==> src/rtl/sync_ratio_pkg.sv <==
package sync_ratio_pkg;

    // Control states of the edge-ratio pulser
    typedef enum logic [1:0] {
        ST_ARMED   = 2'd0,   // count is zero, waiting for the first edge
        ST_COUNT   = 2'd1,   // part of an edge group collected
        ST_BLOCKED = 2'd2    // invalid ratio code, pulses suppressed
    } pulser_state_e;

endpackage

==> src/rtl/sync_rise_detect.sv <==
module sync_rise_detect (
    input  logic clk,
    input  logic rst_n,
    input  logic level_i,
    output logic rise_o
);

    logic level_q;

    // Previous sample; cleared by reset so a high level right after reset is a rise
    always_ff @(posedge clk or negedge rst_n) begin
        if (!rst_n) begin
            level_q <= 1'b0;
        end else begin
            level_q <= level_i;
        end
    end

    assign rise_o = level_i & ~level_q;

endmodule

==> src/rtl/sync_ratio_track.sv <==
module sync_ratio_track #(
    parameter int unsigned CODE_W   = 3,
    parameter int unsigned MAX_CODE = 4
) (
    input  logic                clk,
    input  logic                rst_n,
    input  logic [CODE_W-1:0]   code_i,
    output logic                valid_o,
    output logic                changed_o,
    output logic [MAX_CODE:0]   target_o
);

    localparam int unsigned TGT_W = MAX_CODE + 1;

    logic [CODE_W-1:0] code_q;

    // Last sampled code; the reset value matches the default code
    always_ff @(posedge clk or negedge rst_n) begin
        if (!rst_n) begin
            code_q <= '0;
        end else begin
            code_q <= code_i;
        end
    end

    assign changed_o = (code_i != code_q);
    assign valid_o   = (int'(code_i) <= int'(MAX_CODE));

    // Edges per pulse as a value: 2^code, one bit set per legal code
    always_comb begin
        target_o = '0;
        for (int unsigned i = 0; i < TGT_W; i++) begin
            if (int'(code_i) == int'(i)) begin
                target_o[i] = 1'b1;
            end
        end
    end

endmodule

==> src/rtl/sync_ratio_fsm.sv <==
module sync_ratio_fsm
    import sync_ratio_pkg::*;
#(
    parameter int unsigned MAX_CODE = 4
) (
    input  logic              clk,
    input  logic              rst_n,
    input  logic              rise_i,
    input  logic              valid_i,
    input  logic              changed_i,
    input  logic [MAX_CODE:0] target_i,
    output logic              pulse_o,
    output logic              invalid_o
);

    localparam int unsigned CNT_W = (MAX_CODE > 0) ? MAX_CODE : 1;
    localparam int unsigned TGT_W = MAX_CODE + 1;

    pulser_state_e     state_q, state_d;
    logic [CNT_W-1:0]  cnt_q, cnt_d;
    logic [CNT_W-1:0]  base;
    logic [TGT_W-1:0]  incremented;
    logic              fire_d;

    // State register
    always_ff @(posedge clk or negedge rst_n) begin
        if (!rst_n) begin
            state_q <= ST_ARMED;
            cnt_q   <= '0;
        end else begin
            state_q <= state_d;
            cnt_q   <= cnt_d;
        end
    end

    // Next state
    always_comb begin
        state_d = state_q;
        cnt_d   = cnt_q;
        fire_d  = 1'b0;
        base    = '0;
        unique case (state_q)
            ST_ARMED:   base = '0;
            ST_COUNT:   base = changed_i ? '0 : cnt_q;
            ST_BLOCKED: base = '0;
            default:    base = '0;
        endcase
        incremented = {{(TGT_W-CNT_W){1'b0}}, base} + TGT_W'(1);
        if (!valid_i) begin
            state_d = ST_BLOCKED;
            cnt_d   = '0;
        end else if (rise_i) begin
            if (incremented == target_i) begin
                fire_d  = 1'b1;
                cnt_d   = '0;
                state_d = ST_ARMED;
            end else begin
                cnt_d   = incremented[CNT_W-1:0];
                state_d = ST_COUNT;
            end
        end else begin
            cnt_d   = base;
            state_d = (base == '0) ? ST_ARMED : ST_COUNT;
        end
    end

    // Registered outputs
    always_ff @(posedge clk or negedge rst_n) begin
        if (!rst_n) begin
            pulse_o   <= 1'b0;
            invalid_o <= 1'b0;
        end else begin
            pulse_o   <= fire_d;
            invalid_o <= ~valid_i;
        end
    end

endmodule

==> src/rtl/sync_ratio_pulser.sv <==
module sync_ratio_pulser #(
    parameter int unsigned CODE_W   = 3,
    parameter int unsigned MAX_CODE = 4
) (
    input  logic              clk,
    input  logic              rst_n,
    input  logic              sync_i,
    input  logic [CODE_W-1:0] ratio_i,
    output logic              init_pulse_o,
    output logic              ratio_bad_o
);

    logic              rise;
    logic              code_ok;
    logic              code_new;
    logic [MAX_CODE:0] group_len;

    sync_rise_detect u_rise (
        .clk     (clk),
        .rst_n   (rst_n),
        .level_i (sync_i),
        .rise_o  (rise)
    );

    sync_ratio_track #(
        .CODE_W   (CODE_W),
        .MAX_CODE (MAX_CODE)
    ) u_track (
        .clk       (clk),
        .rst_n     (rst_n),
        .code_i    (ratio_i),
        .valid_o   (code_ok),
        .changed_o (code_new),
        .target_o  (group_len)
    );

    sync_ratio_fsm #(
        .MAX_CODE (MAX_CODE)
    ) u_fsm (
        .clk       (clk),
        .rst_n     (rst_n),
        .rise_i    (rise),
        .valid_i   (code_ok),
        .changed_i (code_new),
        .target_i  (group_len),
        .pulse_o   (init_pulse_o),
        .invalid_o (ratio_bad_o)
    );

endmodule

==> config.mk <==
export PLATFORM = sky130hd
export DESIGN_NAME = sync_ratio_pulser
export DESIGN_NICKNAME = d
export VERILOG_FILES = /design/src/rtl/sync_ratio_pkg.sv /design/src/rtl/sync_rise_detect.sv /design/src/rtl/sync_ratio_track.sv /design/src/rtl/sync_ratio_fsm.sv /design/src/rtl/sync_ratio_pulser.sv
export SDC_FILE = /design/constraint.sdc
export NUM_CORES = 1
export LEC_CHECK = 0
export ABC_CLOCK_PERIOD_IN_PS = 6000
export CORE_AREA = 3 3 40 42
export DETAILED_ROUTE_END_ITERATION = 6
export DIE_AREA = 0 0 43 45
export DONT_BUFFER_PORTS = 1
export GPL_TIMING_DRIVEN = 1
export PLACE_DENSITY = 0.7
export SYNTH_ARGS = -nofsm -noshare
export SYNTH_HDL_FRONTEND = slang
export SYNTH_SLANG_ARGS = --single-unit
==> constraint.sdc <==
create_clock -name clk -period 6 [get_ports clk]
set_input_delay 0.6 -clock clk [delete_from_list [all_inputs] [get_ports clk]]
set_output_delay 0.6 -clock clk [all_outputs]
set_load 0.05 [all_outputs]
Word-level counts from Yosys, hierarchy flattened. Cells that the tools add are included.

Bits in registers: 12. Bits of input ports: 6. Logic and storage cells: 37.

Add/sub/neg operators: 1. Order comparisons: 1. Equality and inequality tests: 7. Mux-type cells: 17. Bitwise operators: 3. Reductions and logical operators: 2.

Operators with widths (count): $mux W4 (5); $mux W1 (10); $eq A3 B3 Y1 const B (3); $add A4 B1 Y5 const B (1); $eq A5 B5 Y1 (1); $logic_not A4 Y1 (1); $mux W2 (2); $eq A3 B2 Y1 const B (1); $le A3 B3 Y1 const B (1); $logic_not A3 Y1 (1); $ne A3 B3 Y1 (1); $eq A2 B1 Y1 const B (1); $not A1 Y1 (2); $and A1 B1 Y1 (1).

Depth between registers and ports, before layout. Gate-level depths: netlist (run 1).

Depth in word-level cells: 8. Mapped depth: 12. Depth with buffers taken out: 11.

Cells and area by module. A second synthesis (run 1) with hierarchy kept.

Cells, all modules: 64. Area, all modules: 686.9 um^2.

By module, submodules not included: sync_ratio_fsm (instances 1, cells an instance 49, area each 499.2 um^2, seq. area each 175.2 um^2); sync_ratio_track (instances 1, cells an instance 13, area each 148.9 um^2, seq. area each 75.1 um^2); sync_rise_detect (instances 1, cells an instance 2, area each 38.8 um^2, seq. area each 25.0 um^2).

Least setup slack after synthesis (run 1). OpenSTA, ideal clock, no wires.

Path type: input port to flip-flop. Start point: in ratio_i[2]. End point: reg u_fsm.cnt_q[0]. Library setup time: 130 ps. Data arrival time: 2690 ps. Path slack: 3180 ps. Stages on the path: 11. Buffers on the path: 1. Path through: buf_6 xor2_2 nor4_4 and2_2 ha_1 xor2_1 mux2i_1 and3_2 nor3_2 o31ai_4 a21oi_1.

Word-level cells in the longest chain between the ends: 8. Elaborated cells on any way between the ends: 19. Those cells by class: add/sub: 1; order compare: 1; eq/ne: 6; mux: 10; reduce/logical: 1.

RTL lines: start, declared (RTL line sync_ratio_pulser.sv:8) `input logic [CODE_W-1:0] ratio_i,`; $ne A3 B3 Y1 (RTL line sync_ratio_track.sv:26) `assign changed_o = (code_i != code_q);`; $mux W4 (RTL line sync_ratio_fsm.sv:44) `ST_COUNT: base = changed_i ? '0 : cnt_q;`; $mux W4 (RTL line sync_ratio_fsm.sv:42) `unique case (state_q)`; $add A4 B1 Y5 (RTL line sync_ratio_fsm.sv:48) `incremented = {{(TGT_W-CNT_W){1'b0}}, base} + TGT_W'(1);`; $eq A5 B5 Y1 (RTL line sync_ratio_fsm.sv:53) `if (incremented == target_i) begin`; $mux W4 (RTL line sync_ratio_fsm.sv:53); $mux W4 (RTL line sync_ratio_fsm.sv:52) `end else if (rise_i) begin`; $mux W4 * (RTL line sync_ratio_fsm.sv:49) `if (!valid_i) begin`; via u_fsm.cnt_d[0] (RTL line sync_ratio_fsm.sv:20) `logic [CNT_W-1:0] cnt_q, cnt_d;`; end signal, assigned (RTL line sync_ratio_fsm.sv:32) `cnt_q <= cnt_d;`; end, declared (RTL line sync_ratio_fsm.sv:20).

Mark *: on every way through the listed nets, which the timed path passes. The rest lies on a longest branch.

==> out/results.ini, run 1 <==
[status]
outcome = complete, no violations

[logic_synthesis]
avgSynthCellArea_sq_um = 10.5
ys_types = 32
synth_nets = 77
synthCells = 69
seq_area_frac_synth_pct = 38.1
synth_area_sq_um = 722
synth.yosys.warnings = 0
ys_seq_elements = 11

[placement]
preCtsSetupSlack_ns = 2.82
dp.cells = 83
portBuffers = 0
place_congestion = 0.825
placed_area_sq_um = 729
dp_hpwl_microns = 976

[final_layout]
final_common_cell = dfrtp_1
nNetsFinal = 83
finalNonFillerCells = 89
mostFrequentLayoutCells = dfrtp_1, nand2_1, xor2_1, a21oi_1
postLayoutCoreUtil_pct = 60.4
fillerInstances = 109
num_antenna_cells = 0
areaGrowthSynthToFinish_pct = 7.45
design_area_sq_um = 776
regArea_sq_um = 275
drive_gt1_share_pct = 20.3
multi_input_area_sq_um = 424

[route]
routed_wl_microns = 1310
ant_nets = 0
vias_per_cell = 5.81
dr.pass1.iters = 4
wl_per_cell_microns = 14.7
drt_iter0_markers = 7
drc = 0
vias = 517

[setup_path]
critPathKind = flop to flop
slowest_stage = dfrtp_1
crit_chain = or2b_4 -> nor4_4 -> nand2_1 -> inv_1 -> ha_1 -> xor2_1 -> mux2i_1 -> and3_2 -> nor3_2 -> o31ai_4 -> a21oi_1
path_max_fanout = 10
cp.buffers_inverters = 1
arrival_ns = 3.32
worstPathRequired_ns = 6.15
crit_family = simple AND/OR/NAND/NOR gates
crit_path_start_kind = flop
cp-end-kind = flop
critPathMaxStageDelay_ns = 0.57

[job]
maxCapViolCount = 0

[cts]
ctsRootBufferMaster = clkbuf_4
numCtsBuffers = 3
clk_pin_slew_worst_paths_ns = 0.07
cts_tree = yes
post_cts.repair.setup_buffers = 0
cts_buffer_depth = 2
clock_latency_ns = 0.27
htreeDepth = 1
clock_sinks = 11

[global_routing]
overflow = 0
grt_max_degree = 12
grt_use_total_pct = 16.5
grt_pass1_vias = 491
grt_pass1_wl_microns = 2190
antenna_found_initial = 0

[timing]
fmax_mhz = 315
tns_ns = 0
worst_clock_skew_ns = 0.00786
rsz0062_at_grt = false
hold_slack_ns = 0.347
period_minus_slack_ns = 3.17
finalCritPeriodShare_pct = 52.9
maxSlewViolCount = 0
setup_viol_count_final = 0
hold_viol_final = 0
tightest_slew_ns = 0.491
relSlewSlack_pct = 67.0
setup_ws_ns = 2.83

[power]
total_leakage_power_nw = 0.361
p_per_area_mw_per_mm2 = 190
p_total_mw = 0.147
ir_drop_v = 0.000154

[floorplan]
die_width_microns = 43
core_sq_mm = 0.00128
die_h_microns = 45
num_rows = 13
die_area_sq_mm = 0.00194
io_pins = 8
initial_core_util_pct = 56.2

[min_path]
hold_class = input pin to flop

-- registers in the layout, summed over array words and instances (netlist names) --
| name | flops |
|---|---|
| u_fsm.state_q | 1 |
| u_rise.level_q | 1 |
| u_fsm.invalid_o | 1 |
| u_fsm.cnt_q | 4 |
| u_fsm.pulse_o | 1 |
| u_track.code_q | 3 |
-- synth_stat cells --
| cell | instances | area (sq um) |
|---|---|---|
| nand4_2 | 1 | 12.5 |
| nor3b_1 | 1 | 7.51 |
| a21oi_1 | 5 | 25.0 |
| inv_1 | 3 | 11.3 |
| and2_2 | 1 | 7.51 |
| xor2_2 | 1 | 16.3 |
| ha_1 | 2 | 25.0 |
| nand2_1 | 8 | 30.0 |
| mux2_4 | 1 | 15.0 |
| a32oi_1 | 1 | 8.76 |
| nand3b_1 | 1 | 7.51 |
| nor3_2 | 1 | 10.0 |
| and4b_2 | 1 | 11.3 |
| nor4_4 | 1 | 21.3 |
| or3b_2 | 1 | 8.76 |
| nand3_1 | 1 | 5.00 |
| dfrtp_1 | 11 | 275 |
| and2_1 | 1 | 6.26 |
| and3_2 | 1 | 7.51 |
| or2b_4 | 1 | 11.3 |
| o21ai_0 | 2 | 10.0 |
| and3b_1 | 1 | 8.76 |
| mux2i_1 | 3 | 30.0 |
| buf_6 | 1 | 11.3 |
| nand2b_1 | 1 | 6.26 |
| o31ai_4 | 1 | 21.3 |
| nor2_1 | 4 | 15.0 |
| nor3_1 | 1 | 5.00 |
| xor2_1 | 5 | 43.8 |
| xnor2_1 | 4 | 35.0 |
| nor2b_1 | 1 | 6.26 |
| or2_2 | 1 | 6.26 |
-- metal layers --
metal,global-route usage (%),part of all wire [%]
met1,19.1,41
met2,25.7,50
met4,12.7,1.7
met3,4.78,7.0
met5,0,0
-- kinds of logic (layout without fill, tap and decap cells) --
family / Yosys count / after routing / synth area share (%)
multiplexers: 4 / 4 / 6.24
AND/OR/NAND/NOR: 29 / 29 / 26.9
AO/OA/AOI/OAI: 9 / 9 / 9.01
flip-flops: 11 / 11 / 38.1
buffers and inverters: 4 / 9 / 3.12
XOR/XNOR: 10 / 10 / 13.2
adder cells (fa/ha/maj): 2 / 2 / 3.47
-- worst paths after layout --
| kind | slack, ns | cells past startpoint | to | start |
|---|---|---|---|---|
| max in group asynchronous | 5.15 | 1 | u_track.code_q[0] | rst_n |
| worst min-delay path | 0.35 | 0 | u_track.code_q[1] | ratio_i[1] |
| min in group asynchronous | 0.63 | 1 | u_fsm.state_q[0] | rst_n |
| worst min register to register | 0.65 | 3 | u_fsm.cnt_q[3] | u_fsm.cnt_q[3] |
| worst max register to register | 2.83 | 11 | u_fsm.cnt_q[0] | u_fsm.invalid_o |
| worst max-delay path | 2.83 | 11 | u_fsm.cnt_q[0] | u_fsm.invalid_o |
-- area by class of cell --
| cell class | count | area share [%] |
|---|---|---|
| Multi-Input combinational cell | 54 | 54.7 |
| Sequential cell | 11 | 35.5 |
| Clock buffer | 4 | 3.39 |
| Timing Repair Buffer | 2 | 2.58 |
| Tap cell | 15 | 2.42 |
| Inverter | 3 | 1.45 |
-- power by group --
| part | switching [mW] | leakage [nW] | internal, mW |
|---|---|---|---|
| logic | 0.00875 | 0.204 | 0.00708 |
| registers | 0.00327 | 0.141 | 0.0767 |
| clock network | 0.0255 | 0.0150 | 0.0258 |
| total | 0.0375 | 0.361 | 0.110 |
-- what timing repair did --
action / in CTS / in global routing
endpoints found under the hold margin: 6 / 5
endpoints found under the setup margin: 0 / 0
resized for setup: 0 / 0
hold buffers: 1 / 1
(Power assumes the default switching activity.)
==> run 2: changes to the inputs <==
--- a/config.mk
+++ b/config.mk
@@ -5,10 +5,10 @@
 export SDC_FILE = /design/constraint.sdc
 export NUM_CORES = 1
 export LEC_CHECK = 0
-export ABC_CLOCK_PERIOD_IN_PS = 6000
-export CORE_AREA = 3 3 40 42
+export ABC_CLOCK_PERIOD_IN_PS = 2800
+export CORE_AREA = 3 3 41 43
 export DETAILED_ROUTE_END_ITERATION = 6
-export DIE_AREA = 0 0 43 45
+export DIE_AREA = 0 0 44 46
 export DONT_BUFFER_PORTS = 1
 export GPL_TIMING_DRIVEN = 1
 export PLACE_DENSITY = 0.7
==> constraint.sdc (replaced) <==
create_clock -name clk -period 2.8 [get_ports clk]
set_input_delay 0.28 -clock clk [delete_from_list [all_inputs] [get_ports clk]]
set_output_delay 0.28 -clock clk [all_outputs]
set_load 0.05 [all_outputs]
==> out/results.ini, run 2 (synthesized netlist as in run 1, its figures left out) <==
[timing]
tightest_slew_ns = 0.507  ; was 0.491 ns
period_minus_slack_ns = 2.52  ; was 3.17 ns
fmax_mhz = 397  ; was 315 MHz
setup_viol_count_final = 0  ; unchanged
setup_ws_ns = 0.280  ; was 2.83 ns
relSlewSlack_pct = 66.1  ; was 67.0%
worst_clock_skew_ns = 0.00163  ; was 0.00786 ns
rsz0062_at_grt = false  ; unchanged
hold_viol_final = 0  ; unchanged
maxSlewViolCount = 0  ; unchanged
tns_ns = 0  ; unchanged
finalCritPeriodShare_pct = 90.0  ; was 52.9%

[placement]
preCtsSetupSlack_ns = 0.313  ; was 2.82 ns
portBuffers = 0  ; unchanged
dp_hpwl_microns = 986  ; was 976 microns
place_congestion = 0.757  ; was 0.825

[route]
vias = 512  ; was 517
ant_nets = 0  ; unchanged
vias_per_cell = 5.63  ; was 5.81
routed_wl_microns = 1300  ; was 1310 microns
drc = 0  ; unchanged
wl_per_cell_microns = 14.3  ; was 14.7 microns
drt_iter0_markers = 11  ; was 7
dr.pass1.iters = 4  ; unchanged

[global_routing]
antenna_found_initial = 0  ; unchanged
grt_max_degree = 12  ; unchanged
grt_pass1_wl_microns = 2220  ; was 2190 microns
overflow = 0  ; unchanged
grt_use_total_pct = 16.8  ; was 16.5%
grt_pass1_vias = 512  ; was 491

[setup_path]
critPathMaxStageDelay_ns = 0.37  ; was 0.57 ns
arrival_ns = 2.71  ; was 3.32 ns
r2r_end = u_fsm.cnt_q[1]  ; was u_fsm.cnt_q[0]
cp-end-kind = flop  ; unchanged
cpMostUsedCell = xor2_1
critPathKind = flop to flop  ; unchanged
crit_path_start_kind = flop  ; unchanged
worstReg2RegStart = u_track.code_q[1]  ; was u_fsm.invalid_o
rr_worst_depth = 10  ; was 11
worstPathRequired_ns = 2.99  ; was 6.15 ns
crit_chain = xor2_1 -> nor4_4 -> and2_2 -> ha_1 -> xor2_1 -> mux2i_1 -> and3_2 -> nor3_2 -> o31ai_4 -> a21oi_1  ; was or2b_4 -> nor4_4 -> nand2_1 -> inv_1 -> ha_1 -> xor2_1 -> mux2i_1 -> and3_2 -> nor3_2 -> o31ai_4 -> a21oi_1
slowest_stage = dfrtp_1  ; unchanged
rrSetupSlack_ns = 0.28  ; was 2.83 ns
path_max_fanout = 5  ; was 10

[floorplan]
die_h_microns = 46  ; was 45 microns
core_sq_mm = 0.00133  ; was 0.00128 sq mm
initial_core_util_pct = 54.1  ; was 56.2%
io_pins = 8  ; unchanged
num_rows = 13  ; unchanged
die_area_sq_mm = 0.00202  ; was 0.00194 sq mm
die_width_microns = 44  ; was 43 microns

[final_layout]
reg.largest.list = u_fsm.cnt_q: 4 flops, u_track.code_q: 3 flops  ; unchanged
final_common_cell = dfrtp_1  ; unchanged
largest_register_ffs = 4  ; unchanged
num_antenna_cells = 0  ; unchanged
drive_gt1_share_pct = 23.7  ; was 20.3%
nNetsFinal = 85  ; was 83
top_register = u_fsm.cnt_q  ; unchanged
mostFrequentLayoutCells = dfrtp_1, nand2_1, xor2_1, a21oi_1  ; unchanged
areaGrowthSynthToFinish_pct = 9.19  ; was 7.45%

[power]
ir_drop_v = 0.000280  ; was 0.000154 V
total_leakage_power_nw = 0.373  ; was 0.361 nW
p_per_area_mw_per_mm2 = 398  ; was 190 mW/mm^2

[cts]
clock_sinks = 11  ; unchanged
ctsRootBufferMaster = clkbuf_4  ; unchanged
cts_buffer_depth = 2  ; unchanged
numCtsBuffers = 3  ; unchanged
htreeDepth = 1  ; unchanged
clock_latency_ns = 0.27  ; about the same
clk_pin_slew_worst_paths_ns = 0.07  ; about the same
cts_tree = yes  ; unchanged

[min_path]
hold_depth = 0  ; unchanged
hold_class = input pin to flop  ; unchanged
hold_start = sync_i  ; was ratio_i[1]
hold_end = u_rise.level_q  ; was u_track.code_q[1]

[job]
maxCapViolCount = 0  ; unchanged

[status]
outcome = complete, no violations  ; unchanged

==> run 2: changes by cell type in the layout (fill, tap and decap cells not counted) <==
cell           delta
dlygate4sd3_1     -1
buf_4             +3
==> run 2: per-layer routing <==
layer | track usage [%] | up-vias | routed length [microns] | part of all wire (%)
met5 | 0 | - | 0 | 0
met4 | 12.7 | 0 | 43 | 3.3
met3 | 7.11 | 4 | 97 | 7.4
met2 | 25.6 | 17 | 609 | 47
met1 | 18.6 | 243 | 553 | 42
li1 | - | 248 | - | -
==> run 2: worst max-delay path by stage <==
stage / startpoint / end
after global placement: u_track.code_q[1] / u_fsm.cnt_q[3]
after detailed placement: u_track.code_q[1] / u_fsm.cnt_q[0]
after CTS: u_track.code_q[1] / u_fsm.cnt_q[1]
final: u_track.code_q[1] / u_fsm.cnt_q[1]
after floorplan: u_fsm.invalid_o / u_fsm.cnt_q[0]
after global routing: u_track.code_q[1] / u_fsm.cnt_q[1]
==> run 2: power breakdown <==
part           internal (mW)  switching (mW)
Sequential             0.164         0.00359
Clock                 0.0553          0.0530
Combinational         0.0156          0.0220
Total                  0.235          0.0786
==> run 2: final cells by class <==
cell class,instances,area (sq um)
Inverter,3,11.3
Tap cell,15,18.8
Sequential cell,11,275
Timing Repair Buffer,4,32.5
Clock buffer,4,26.3
Multi-Input combinational cell,54,424
Fill cell,103,546
==> run 2: per-stage QoR <==
stage | hold slack [ns] | cells | cell area, sq um | utilization, % | power [mW]
finish | 0.0304 | 91 | 788 | 59.1 | 0.314
global route | 0.00513 | 91 | 788 | 59.1 | 0.332
CTS | 0.0188 | 91 | 788 | 59.1 | 0.319
detailed placement | -0.0153 | 86 | 752 | 56.4 | 0.205
global placement | -0.0153 | 86 | 752 | 56.4 | 0.204
floorplan | -0.0156 | 69 | 722 | - | 0.202
==> run 2: repair_timing <==
| item | 4_1_cts | 5_1_grt |
|---|---|---|
| resized for setup | 0 | 0 |
| buffers inserted | 0 | 0 |
| hold buffers | 1 | 0 |
| hold endpoints to repair | 11 | 0 |
==> run 2: worst max-delay path, delay by kind of cell (launching register included) <==
| family | cells | cell delay, ns |
|---|---|---|
| XOR/XNOR | 2 | 0.36 |
| flip-flops | 1 | 0.37 |
| adder cells (fa/ha/maj) | 1 | 0.20 |
| multiplexers | 1 | 0.09 |
| AND/OR/NAND/NOR | 4 | 1.07 |
| AO/OA/AOI/OAI | 2 | 0.33 |
